==> src/rtl/vrx_pkg.sv <==
`timescale 1ns/1ps
package vrx_pkg;
    localparam int PIX_W   = 48;
    localparam int META_W  = 48;
    localparam int SEC_BIT = 10;
    localparam int N_IN    = 6;
    localparam int N_RET   = 2;
    localparam int N_VIF   = 4;
    localparam int N_ENC   = 2;
    localparam int N_SRC   = N_IN + N_RET;
    localparam int N_LANE  = N_VIF + N_ENC;
    localparam int IDX_W   = $clog2(N_SRC);

    localparam int SRC_IN2  = 2;
    localparam int SRC_IN3  = 3;
    localparam int SRC_IN4  = 4;
    localparam int SRC_IN5  = 5;
    localparam int SRC_RET0 = N_IN;
    localparam int SRC_RET1 = N_IN + 1;

    localparam int LANE_ENC0 = N_VIF;
    localparam int LANE_ENC1 = N_VIF + 1;

    typedef enum logic [1:0] {
        ENC_SINGLE = 2'd0,
        ENC_SPLIT  = 2'd1,
        ENC_DUAL   = 2'd2,
        ENC_RSVD   = 2'd3
    } enc_mode_e;

    typedef struct packed {
        logic [PIX_W-1:0]  pix;
        logic [META_W-1:0] meta;
        logic              de;
        logic              vs_n;
        logic              hs_n;
    } vstrm_t;

    typedef struct packed {
        logic              mst;
        logic [N_VIF-1:0]  comp;
        enc_mode_e         mode;
        logic [IDX_W-1:0]  src;
        logic [1:0]        alt;
    } rcfg_t;

    typedef struct packed {
        logic             on;
        logic [IDX_W-1:0] idx;
    } rsel_t;

    localparam vstrm_t STRM_IDLE = '{pix: '0, meta: '0, de: 1'b0, vs_n: 1'b1, hs_n: 1'b1};
    localparam rsel_t  SEL_OFF   = '{on: 1'b0, idx: '0};
    localparam rcfg_t  CFG_RESET = '{mst: 1'b0, comp: '0, mode: ENC_SINGLE, src: '0, alt: '0};

    function automatic rsel_t pick(input int unsigned i);
        rsel_t r;
        r.on  = 1'b1;
        r.idx = IDX_W'(i);
        return r;
    endfunction
endpackage

==> src/rtl/vrx_cfg_ctrl.sv <==
`timescale 1ns/1ps
module vrx_cfg_ctrl
    import vrx_pkg::*;
(
    input  logic                    clk,
    input  logic                    rst_n,
    input  rcfg_t                   cfg_in,
    input  logic                    frame_vs_n,
    output rsel_t [N_LANE-1:0]      sel,
    output logic                    illegal,
    output logic                    split_on
);
    typedef struct packed {
        rcfg_t act;
        logic  vs_prev;
    } ctl_t;

    ctl_t  ctl_d, ctl_q;
    rcfg_t eff;
    logic  frame_fall;
    logic  comp_on;

    always_comb begin
        frame_fall    = ctl_q.vs_prev & ~frame_vs_n;
        eff           = frame_fall ? cfg_in : ctl_q.act;
        ctl_d.act     = eff;
        ctl_d.vs_prev = frame_vs_n;
        comp_on       = eff.comp[0];

        illegal = eff.comp[2] | eff.comp[3]
                | (comp_on && eff.mode == ENC_RSVD)
                | (comp_on && eff.mode == ENC_SINGLE && eff.src != IDX_W'(SRC_IN2))
                | (comp_on && eff.mode == ENC_DUAL && !eff.mst)
                | (eff.comp[1] && !(comp_on && eff.mode == ENC_DUAL));

        sel      = {N_LANE{SEL_OFF}};
        split_on = 1'b0;
        if (!illegal) begin
            sel[0] = comp_on ? pick(SRC_RET0) : pick(SRC_IN2);
            if (comp_on) begin
                sel[LANE_ENC0] = pick(SRC_IN2);
                if (eff.mode != ENC_SINGLE) begin
                    sel[LANE_ENC1] = pick(SRC_IN3);
                end
                split_on = (eff.mode == ENC_SPLIT);
            end
            if (eff.mst) begin
                if (eff.comp[1]) begin
                    sel[1] = pick(SRC_RET1);
                end else if (!(comp_on && eff.mode == ENC_SPLIT)) begin
                    sel[1] = pick(SRC_IN3);
                end
                sel[2] = eff.alt[0] ? pick(SRC_IN4) : pick(SRC_IN2);
                sel[3] = eff.alt[1] ? pick(SRC_IN5) : pick(SRC_IN3);
            end
        end
    end

    always_ff @(posedge clk or negedge rst_n) begin
        if (!rst_n) begin
            ctl_q <= '{act: CFG_RESET, vs_prev: 1'b1};
        end else begin
            ctl_q <= ctl_d;
        end
    end

    // route state only moves at a frame start
    a_r11_hold_between_frames: assert property (@(posedge clk) disable iff (!rst_n)
        !frame_fall |=> $stable(ctl_q.act));

    // second encoder is never fed alone
    a_r6_enc1_needs_enc0: assert property (@(posedge clk) disable iff (!rst_n)
        sel[LANE_ENC1].on |-> sel[LANE_ENC0].on);

    // single-stream mode drives port 0 only
    a_r3_sst_port0_only: assert property (@(posedge clk) disable iff (!rst_n)
        !eff.mst |-> !(sel[1].on || sel[2].on || sel[3].on));
endmodule

==> src/rtl/vrx_lane_reg.sv <==
`timescale 1ns/1ps
module vrx_lane_reg
    import vrx_pkg::*;
(
    input  logic                 clk,
    input  logic                 rst_n,
    input  rsel_t                sel,
    input  vstrm_t [N_SRC-1:0]   srcs,
    output vstrm_t               q,
    output logic                 sec_q
);
    typedef struct packed {
        vstrm_t s;
        logic   sec;
    } lane_t;

    lane_t lane_d, lane_q;

    always_comb begin
        lane_d.s   = sel.on ? srcs[sel.idx] : STRM_IDLE;
        lane_d.sec = lane_d.s.meta[SEC_BIT];
    end

    always_ff @(posedge clk or negedge rst_n) begin
        if (!rst_n) begin
            lane_q <= '{s: STRM_IDLE, sec: 1'b0};
        end else begin
            lane_q <= lane_d;
        end
    end

    assign q     = lane_q.s;
    assign sec_q = lane_q.sec;

    // a lane left unselected presents the idle pattern
    a_r8_unselected_idle: assert property (@(posedge clk) disable iff (!rst_n)
        !$past(sel.on) |-> (q == STRM_IDLE && !sec_q));
endmodule

==> src/rtl/vrx_sync_cmp.sv <==
`timescale 1ns/1ps
module vrx_sync_cmp
    import vrx_pkg::*;
(
    input  logic   clk,
    input  logic   rst_n,
    input  logic   en,
    input  vstrm_t a,
    input  vstrm_t b,
    output logic   mismatch
);
    typedef struct packed {
        logic mm;
    } cmp_t;

    cmp_t cmp_d, cmp_q;

    always_comb begin
        cmp_d.mm = en & ((a.de ^ b.de) | (a.vs_n ^ b.vs_n) | (a.hs_n ^ b.hs_n));
    end

    always_ff @(posedge clk or negedge rst_n) begin
        if (!rst_n) begin
            cmp_q <= '0;
        end else begin
            cmp_q <= cmp_d;
        end
    end

    assign mismatch = cmp_q.mm;

    // flag only follows a split-panel cycle
    a_r10_split_only: assert property (@(posedge clk) disable iff (!rst_n)
        mismatch |-> $past(en));
endmodule

==> src/rtl/vid_route_xbar.sv <==
`timescale 1ns/1ps
module vid_route_xbar
    import vrx_pkg::*;
(
    input  logic                           clk,
    input  logic                           rst_n,
    input  logic                           cfg_mst,
    input  logic [N_VIF-1:0]               cfg_comp_out,
    input  logic [1:0]                     cfg_enc_mode,
    input  logic [IDX_W-1:0]               cfg_enc_src,
    input  logic [1:0]                     cfg_alt_sel,
    input  logic [N_IN-1:0][PIX_W-1:0]     in_pix,
    input  logic [N_IN-1:0][META_W-1:0]    in_meta,
    input  logic [N_IN-1:0]                in_de,
    input  logic [N_IN-1:0]                in_vs_n,
    input  logic [N_IN-1:0]                in_hs_n,
    input  logic [N_RET-1:0][PIX_W-1:0]    ret_pix,
    input  logic [N_RET-1:0][META_W-1:0]   ret_meta,
    input  logic [N_RET-1:0]               ret_de,
    input  logic [N_RET-1:0]               ret_vs_n,
    input  logic [N_RET-1:0]               ret_hs_n,
    output logic [N_VIF-1:0][PIX_W-1:0]    vif_pix,
    output logic [N_VIF-1:0][META_W-1:0]   vif_meta,
    output logic [N_VIF-1:0]               vif_de,
    output logic [N_VIF-1:0]               vif_vs_n,
    output logic [N_VIF-1:0]               vif_hs_n,
    output logic [N_VIF-1:0]               vif_secure,
    output logic [N_ENC-1:0][PIX_W-1:0]    enc_pix,
    output logic [N_ENC-1:0][META_W-1:0]   enc_meta,
    output logic [N_ENC-1:0]               enc_de,
    output logic [N_ENC-1:0]               enc_vs_n,
    output logic [N_ENC-1:0]               enc_hs_n,
    output logic [N_ENC-1:0]               enc_secure,
    output logic                           cfg_err,
    output logic                           sync_mismatch
);
    typedef struct packed {
        logic err;
    } top_t;

    vstrm_t [N_SRC-1:0]  srcs;
    vstrm_t [N_LANE-1:0] lane_q;
    logic   [N_LANE-1:0] lane_sec;
    rsel_t  [N_LANE-1:0] sel;
    rcfg_t               cfg_in;
    logic                illegal;
    logic                split_on;
    top_t                top_d, top_q;

    for (genvar i = 0; i < N_IN; i++) begin : g_src_in
        assign srcs[i] = '{pix: in_pix[i], meta: in_meta[i], de: in_de[i],
                           vs_n: in_vs_n[i], hs_n: in_hs_n[i]};
    end
    for (genvar r = 0; r < N_RET; r++) begin : g_src_ret
        assign srcs[N_IN + r] = '{pix: ret_pix[r], meta: ret_meta[r], de: ret_de[r],
                                  vs_n: ret_vs_n[r], hs_n: ret_hs_n[r]};
    end

    always_comb begin
        cfg_in.mst  = cfg_mst;
        cfg_in.comp = cfg_comp_out;
        cfg_in.mode = enc_mode_e'(cfg_enc_mode);
        cfg_in.src  = cfg_enc_src;
        cfg_in.alt  = cfg_alt_sel;
    end

    vrx_cfg_ctrl u_ctrl (
        .clk        (clk),
        .rst_n      (rst_n),
        .cfg_in     (cfg_in),
        .frame_vs_n (in_vs_n[SRC_IN2]),
        .sel        (sel),
        .illegal    (illegal),
        .split_on   (split_on)
    );

    for (genvar k = 0; k < N_LANE; k++) begin : g_lane
        vrx_lane_reg u_lane (
            .clk   (clk),
            .rst_n (rst_n),
            .sel   (sel[k]),
            .srcs  (srcs),
            .q     (lane_q[k]),
            .sec_q (lane_sec[k])
        );
    end

    vrx_sync_cmp u_cmp (
        .clk      (clk),
        .rst_n    (rst_n),
        .en       (split_on),
        .a        (srcs[SRC_IN2]),
        .b        (srcs[SRC_IN3]),
        .mismatch (sync_mismatch)
    );

    always_comb begin
        top_d.err = illegal;
    end

    always_ff @(posedge clk or negedge rst_n) begin
        if (!rst_n) begin
            top_q <= '0;
        end else begin
            top_q <= top_d;
        end
    end

    assign cfg_err = top_q.err;

    for (genvar v = 0; v < N_VIF; v++) begin : g_vif
        assign vif_pix[v]    = lane_q[v].pix;
        assign vif_meta[v]   = lane_q[v].meta;
        assign vif_de[v]     = lane_q[v].de;
        assign vif_vs_n[v]   = lane_q[v].vs_n;
        assign vif_hs_n[v]   = lane_q[v].hs_n;
        assign vif_secure[v] = lane_sec[v];
    end
    for (genvar e = 0; e < N_ENC; e++) begin : g_enc
        assign enc_pix[e]    = lane_q[N_VIF + e].pix;
        assign enc_meta[e]   = lane_q[N_VIF + e].meta;
        assign enc_de[e]     = lane_q[N_VIF + e].de;
        assign enc_vs_n[e]   = lane_q[N_VIF + e].vs_n;
        assign enc_hs_n[e]   = lane_q[N_VIF + e].hs_n;
        assign enc_secure[e] = lane_sec[N_VIF + e];
    end

    // an illegal setting leaves every lane quiet
    a_r8_err_forces_idle: assert property (@(posedge clk) disable iff (!rst_n)
        cfg_err |-> (vif_de == '0 && enc_de == '0 && vif_secure == '0 && enc_secure == '0));

    // no timing flag while the configuration is rejected
    a_r10_quiet_on_err: assert property (@(posedge clk) disable iff (!rst_n)
        cfg_err |-> !sync_mismatch);
endmodule

==> config.mk <==
export PLATFORM = sky130hd
export DESIGN_NAME = vid_route_xbar
export DESIGN_NICKNAME = d
export VERILOG_FILES = /design/src/rtl/vrx_pkg.sv /design/src/rtl/vrx_cfg_ctrl.sv /design/src/rtl/vrx_lane_reg.sv /design/src/rtl/vrx_sync_cmp.sv /design/src/rtl/vid_route_xbar.sv
export SDC_FILE = /design/constraint.sdc
export NUM_CORES = 1
export LEC_CHECK = 0
export CAP_MARGIN = 25
export CORE_AREA = 4 4 540 542
export CTS_BUF_LIST = sky130_fd_sc_hd__clkbuf_4 sky130_fd_sc_hd__clkbuf_8
export CTS_CLUSTER_DIAMETER = 100
export DETAILED_ROUTE_END_ITERATION = 16
export DIE_AREA = 0 0 544 546
export GPL_TIMING_DRIVEN = 0
export HOLD_SLACK_MARGIN = 0.05
export PLACE_DENSITY = 0.36
export SETUP_SLACK_MARGIN = 0.4
export SYNTH_ARGS = -nofsm -noshare
export SYNTH_HDL_FRONTEND = slang
export SYNTH_SLANG_ARGS = --single-unit
export TNS_END_PERCENT = 100
==> constraint.sdc <==
create_clock -name clk -period 2 [get_ports clk]
set_clock_uncertainty 0.05 [all_clocks]
set_input_delay 0.4 -clock clk [delete_from_list [all_inputs] [get_ports clk]]
set_output_delay 0.4 -clock clk [all_outputs]
set_load 0.05 [all_outputs]
# --- Word level (Yosys, flattened, before mapping) ---
# Index checks and enable logic that the tools add are counted.
totals:
  out_inout_bits: 602
  regBits: 615
  in_bits: 806
  wordCells: 108
op_classes:
  bitwise: 13
  n_lt_le_gt_ge: 6
  n_reduce_logical: 11
  n_eq_ne: 4
  n_mux: 30
op_table:
  columns: ["cell", "n"]
  rows:
  - ["99-bit binary-select mux with 3-bit select", 6]
  - ["99-bit 2-to-1 mux", 12]
  - ["3-bit by 4-bit less-than comparator with 1-bit output (second input constant)", 6]
  - ["12-bit 2-to-1 mux", 2]
  - ["24-bit 2-to-1 mux", 1]
  - ["4-bit 2-to-1 mux", 3]
  - ["3-bit 2-to-1 mux", 3]
  - ["8-bit 2-to-1 mux", 1]
  - ["1-bit logical AND", 7]
  - ["1-bit bitwise OR", 7]
  - ["2-bit equality test (second input constant)", 2]
  - ["3-bit by 2-bit != test with 1-bit output (second input constant)", 1]
  - ["1-bit XOR", 3]
  - ["1-bit AND", 2]
  - ["2-bit by 1-bit equality test with 1-bit output (second input constant)", 1]
  - ["1-bit logical NOT", 2]
  - ["2-bit logical NOT", 1]
  - ["1-bit 2-to-1 mux", 2]
  - ["2-bit nonzero test", 1]
  - ["1-bit inverter", 1]

# --- Depth between registers and ports, before layout ---
logic_depth:
  depth_word: 13
  depth_mapped: 10
  depth_no_buf: 6

# --- Hierarchy ---
# From an unflattened synthesis, not the netlist that was laid out.
hier_totals:
  cells_unflattened: 4817
  hier_area_um2: 59723.5
by_module_without_submodules:
  columns: ["mod", "area_per_inst_um2", "cells_per_inst", "seq_area_each_um2", "n_inst"]
  rows:
  - ["vrx_lane_reg", 9793.1, 788, 2479.9, 6]
  - ["vrx_cfg_ctrl", 879.6, 83, 326.6, 1]
  - ["vrx_sync_cmp", 60.1, 5, 25.0, 1]
  - ["vid_route_xbar", 25.0, 1, 25.0, 1]

# --- Least setup slack after synthesis ---
# No wires, ideal clock.
synth_timing:
  kind: "flip-flop to flip-flop"
  startpoint: "reg u_ctrl.ctl_q[0] in the netlist's numbering"
  endpoint: "reg, netlist name g_lane[4].u_lane.q[58]"
  t_arrival_ns: 1.975
  path_buffers: 4
  setup_time_ns: 0.120
  required_ns: 1.830
  stages_incl_launch_ff: 10
  period_less_slack_ns: 2.145
  slack_ns: -0.145
  path_cell_list: "dfstp_2 nand2b_1 buf_6 a31o_1 a211o_1 and3b_1 buf_6 buf_6 buf_6 and3_1"
synth_rtl:
  columns: ["item", "line", "source"]
  rows:
  - ["start: declaration", "vrx_cfg_ctrl.sv:18", "ctl_t ctl_d, ctl_q;"]
  - ["start signal: assignment", "vrx_cfg_ctrl.sv:61", "ctl_q <= '{act: CFG_RESET, vs_prev: 1'b1};"]
  - ["start signal: assignment", "vrx_cfg_ctrl.sv:63", "ctl_q <= ctl_d;"]

==> results by group <==
Critical path
  – CP bufs+invs: 5
  – Worst path top cell family by delay: buffers and inverters
  – Reg2Reg Setup Slack: -0.64 ns
  – Crit path DAT: 3.34 ns
  – CP Cell Sequence: nand2b_1 > buf_6 > a31o_1 > a211o_4 > and3b_2 > buf_12 > buf_12 > buf_16 > clkbuf_16 > and3_4
  – Crit path kind: flip-flop to flip-flop
  – Slowest CP cell: dfstp_2
  – CP startpoint kind: flip-flop
  – Worst R2R Path Depth: 10
  – Crit path top cell by count: buf_12
  – Worst path depth: 10
  – Max incr delay on CP: 0.55 ns
  – Worst path required time: 2.70 ns
  – Crit Path Max Fanout: 8
  – Critical Path End Type: flip-flop
  – R2R Path End: g_lane[5].u_lane.q[87]
  – R2R Path Start: u_ctrl.ctl_q[0]

Timing
  – Hold Vio Cnt, Final: 0
  – Finish-stage setup viols: ~1.1k
  – Setup repair after global routing missed its margin: yes
  – Worst slew margin: approximately two fifths
  – Final worst setup slack: -0.637 ns
  – Fin. max-slew vios: 0
  – FMAX: between 300 and 400 MHz
  – Period minus WS final: between 2 and 3 ns
  – Final hold slack: roughly 0.15 ns
  – Least-Margin Pin Slew: 0.886 ns
  – Fin crit share: 132%

Outcome
  – Violated checks: setup timing
  – Status: complete, but fails checks

Layout
  – Final Util: between 10% and 20%
  – Layout cells sized above 1: 33.1%
  – Synth-to-Final Area Change: 143%
  – Net count reported at finish: ~5.1k

Yosys
  – Unique cell type count in the Yosys netlist: 33
  – Synth area leader: dfrtp_1
  – Most numerous cell in the Yosys netlist: nand2_1
  – Main synth FF type: dfrtp_1
  – Commonest cells post-synth: nand2_1 (793), dfrtp_1 (596), a21oi_1 (388), and3_1 (195), clkbuf_1 (115)
  – Synth async-reset ratio: 100%
  – Top cell type's share of synthesized area: 65.5%
  – Synth top area cells: dfrtp_1 (65%), nand2_1 (13%), a21oi_1 (8.5%)
  – Register area share after synthesis: about two thirds
  – Syn Std Cell Area: 0.0228 mm^2
  – YS warnings: 0
  – Gate Count Post-Synth: approximately 2.2k
  – Syn Nets: between 3k and 4k
  – Post-synthesis register bit count: a little over 600
  – Post-synth EDFFs: 0
  – Syn_area_per_cell: 10.2 um^2

Run
  – Max-cap viol count: 0

Die
  – Core box area: 0.287 mm^2
  – Starting Density: about 7.9%
  – FP Rows: between 150 and 200
  – Chip Height: between 500 and 600 um
  – Die ar.: between 0.2 and 0.3 mm^2
  – Top Ports: 1408
  – Die Width: between 500 and 600 um

Clock tree
  – CTS max path bufs: 4
  – Clock sinks: a little over 600
  – CTS tree: yes
  – Htree depth: 4
  – CTS Buf Count: ~150
  – Root Buffer: clkbuf_8
  – Reg clk slew, reported paths: ~0.060 ns
  – Clk_lat worst skew: approximately 0.9 ns

Route
  – WL per Instance: 28.5 um
  – Post-route ant nets: 0
  – DR pass1 iterations: 4
  – DRC: 0
  – Vias/cell: approximately 3.2
  – DR iter-0 viols: slightly above 1k
  – Via count: 25.9k
  – Drt total wl: 234000 um

Power
  – Maximum VDD drop: about 0.37 mV
  – P per Cell Area: roughly 800 mW/mm^2
  – Leak pwr: approximately 25 nW

GRT
  – Grt met1 use: 15.2%
  – Overflow after GRT: 0
  – Wire length of the first global-routing pass: roughly 290000 um
  – Met3 Use GR: under 10%
  – Top Usage Layer GRT: met2
  – Met2 usage in global routing: between 20 and 25%
  – Vias in the first global route: ~29k
  – Largest net degree at the start of global routing: roughly 100
  – Initial antenna violation count: 47
  – GR Util All Layers: 14.5%

Min path
  – Min-delay worst type: input pin to flip-flop
  – HP Start: cfg_enc_src[2]
  – Hold path cells: 3
  – WHS Endpoint: u_ctrl.ctl_q[5]

Place
  – Worst slack at placement: -3.16 ns
  – I/O Buffers: 1209
  – Dpl hpwl: approximately 180000 um
  – RePlAce Congestion: 0.907
[metrics by stage]
step                total power [mW]  instance area [um^2]  cells  setup TNS, ns
floorplan                       17.3                 23000   2226         -18.89
global placement                23.3                 39800   7216              -
detailed placement              23.5                 40400   7244       -1345.16
CTS                             42.8                 50300   8048        -755.44
global route                    45.7                 55400   8169        -498.16
finish                          43.5                 55400   8181        -394.63
[cells by family after synthesis]
group | count (synthesis) | share of synthesized area (%)
buf+inv | 192 | 4.20
simple gates | 1013 | 19.1
compound gates | 393 | 8.75
mux | 16 | 0.846
flops | 609 | 67.0
xor+xnor | 3 | 0.115
[worst max-delay path by stage]
stage	from	end	slack (ns)
floorplan	u_ctrl.ctl_q[0]	g_lane[5].u_lane.q[40]	-0.08
global placement	rst_n	g_lane[4].u_lane.q[65]	-32.93
detailed placement	in_vs_n[2]	g_lane[2].u_lane.q[96]	-3.16
CTS	g_lane[4].u_lane.q[35]	enc_meta[32]	-0.71
global route	u_ctrl.ctl_q[0]	g_lane[5].u_lane.q[88]	-0.73
finish	u_ctrl.ctl_q[0]	g_lane[5].u_lane.q[87]	-0.64
[cell type report]
class                      instances  area (um^2)
clock inverter                    36          393
multi-input combinational       1425         8870
timing repair buffer            1874        20800
buffer                           181         2330
clock buffer                     228         2810
inverter                          10         86.3
tap                             3781         4730
fill                           31600       232000
antenna                           37         92.6
sequential                       609        15300
[cells in the final DEF (no fill, tap or decap), types with 45 or more instances in the layout]
cell,netlist,layout
clkbuf_16,0,46
dlygate4sd2_1,0,108
buf_8,0,82
a21oi_4,0,113
dlygate4sd3_1,0,516
clkdlybuf4s50_1,0,605
buf_4,23,45
a21oi_1,388,185
and3_1,195,105
a21oi_2,0,90
nand2_1,793,772
buf_12,0,87
clkbuf_8,0,180
dfrtp_1,596,587
clkbuf_4,0,70
buf_6,15,448
and3_4,0,90
[flip-flops by register name (all words and copies together) (netlist names)]
name,cells
g_lane.u_lane.q,594
u_ctrl.ctl_q,13
cfg_err,1
u_cmp.mismatch,1
[layer usage]
layer	share of wire, %	vias up
met1	36	12800
met3	11	390
li1	-	11400
met2	47	1319
met4	6.2	0
met5	0	-
[power by group]
part / switching (mW) / total (mW) / internal, mW / leakage (nW)
clock network: 7.16 / 17.0 / 9.84 / 1.70
registers: 0.329 / 13.3 / 12.9 / 8.35
logic: 7.98 / 13.2 / 5.22 / 14.7
total: 15.5 / 43.5 / 28.0 / 24.7
[worst register-to-register path: stages, from the launching register on]
cell and delay [ns]:
dfstp_2 0.55, nand2b_1 0.07, buf_6 0.16, a31o_1 0.24, a211o_4 0.35, and3b_2 0.23
buf_12 0.17, buf_12 0.15, buf_16 0.17, clkbuf_16 0.23, and3_4 0.15
[what timing repair did]
action,in CTS,in global routing
hold endpoints to repair,686,129
pin swaps,7,34
buffers inserted,19,53
gates cloned,2,42
gates resized for setup,705,3478
endpoints found under the setup margin,1201,1643
hold buffers,521,3
Power figures use the tool's default switching activity.
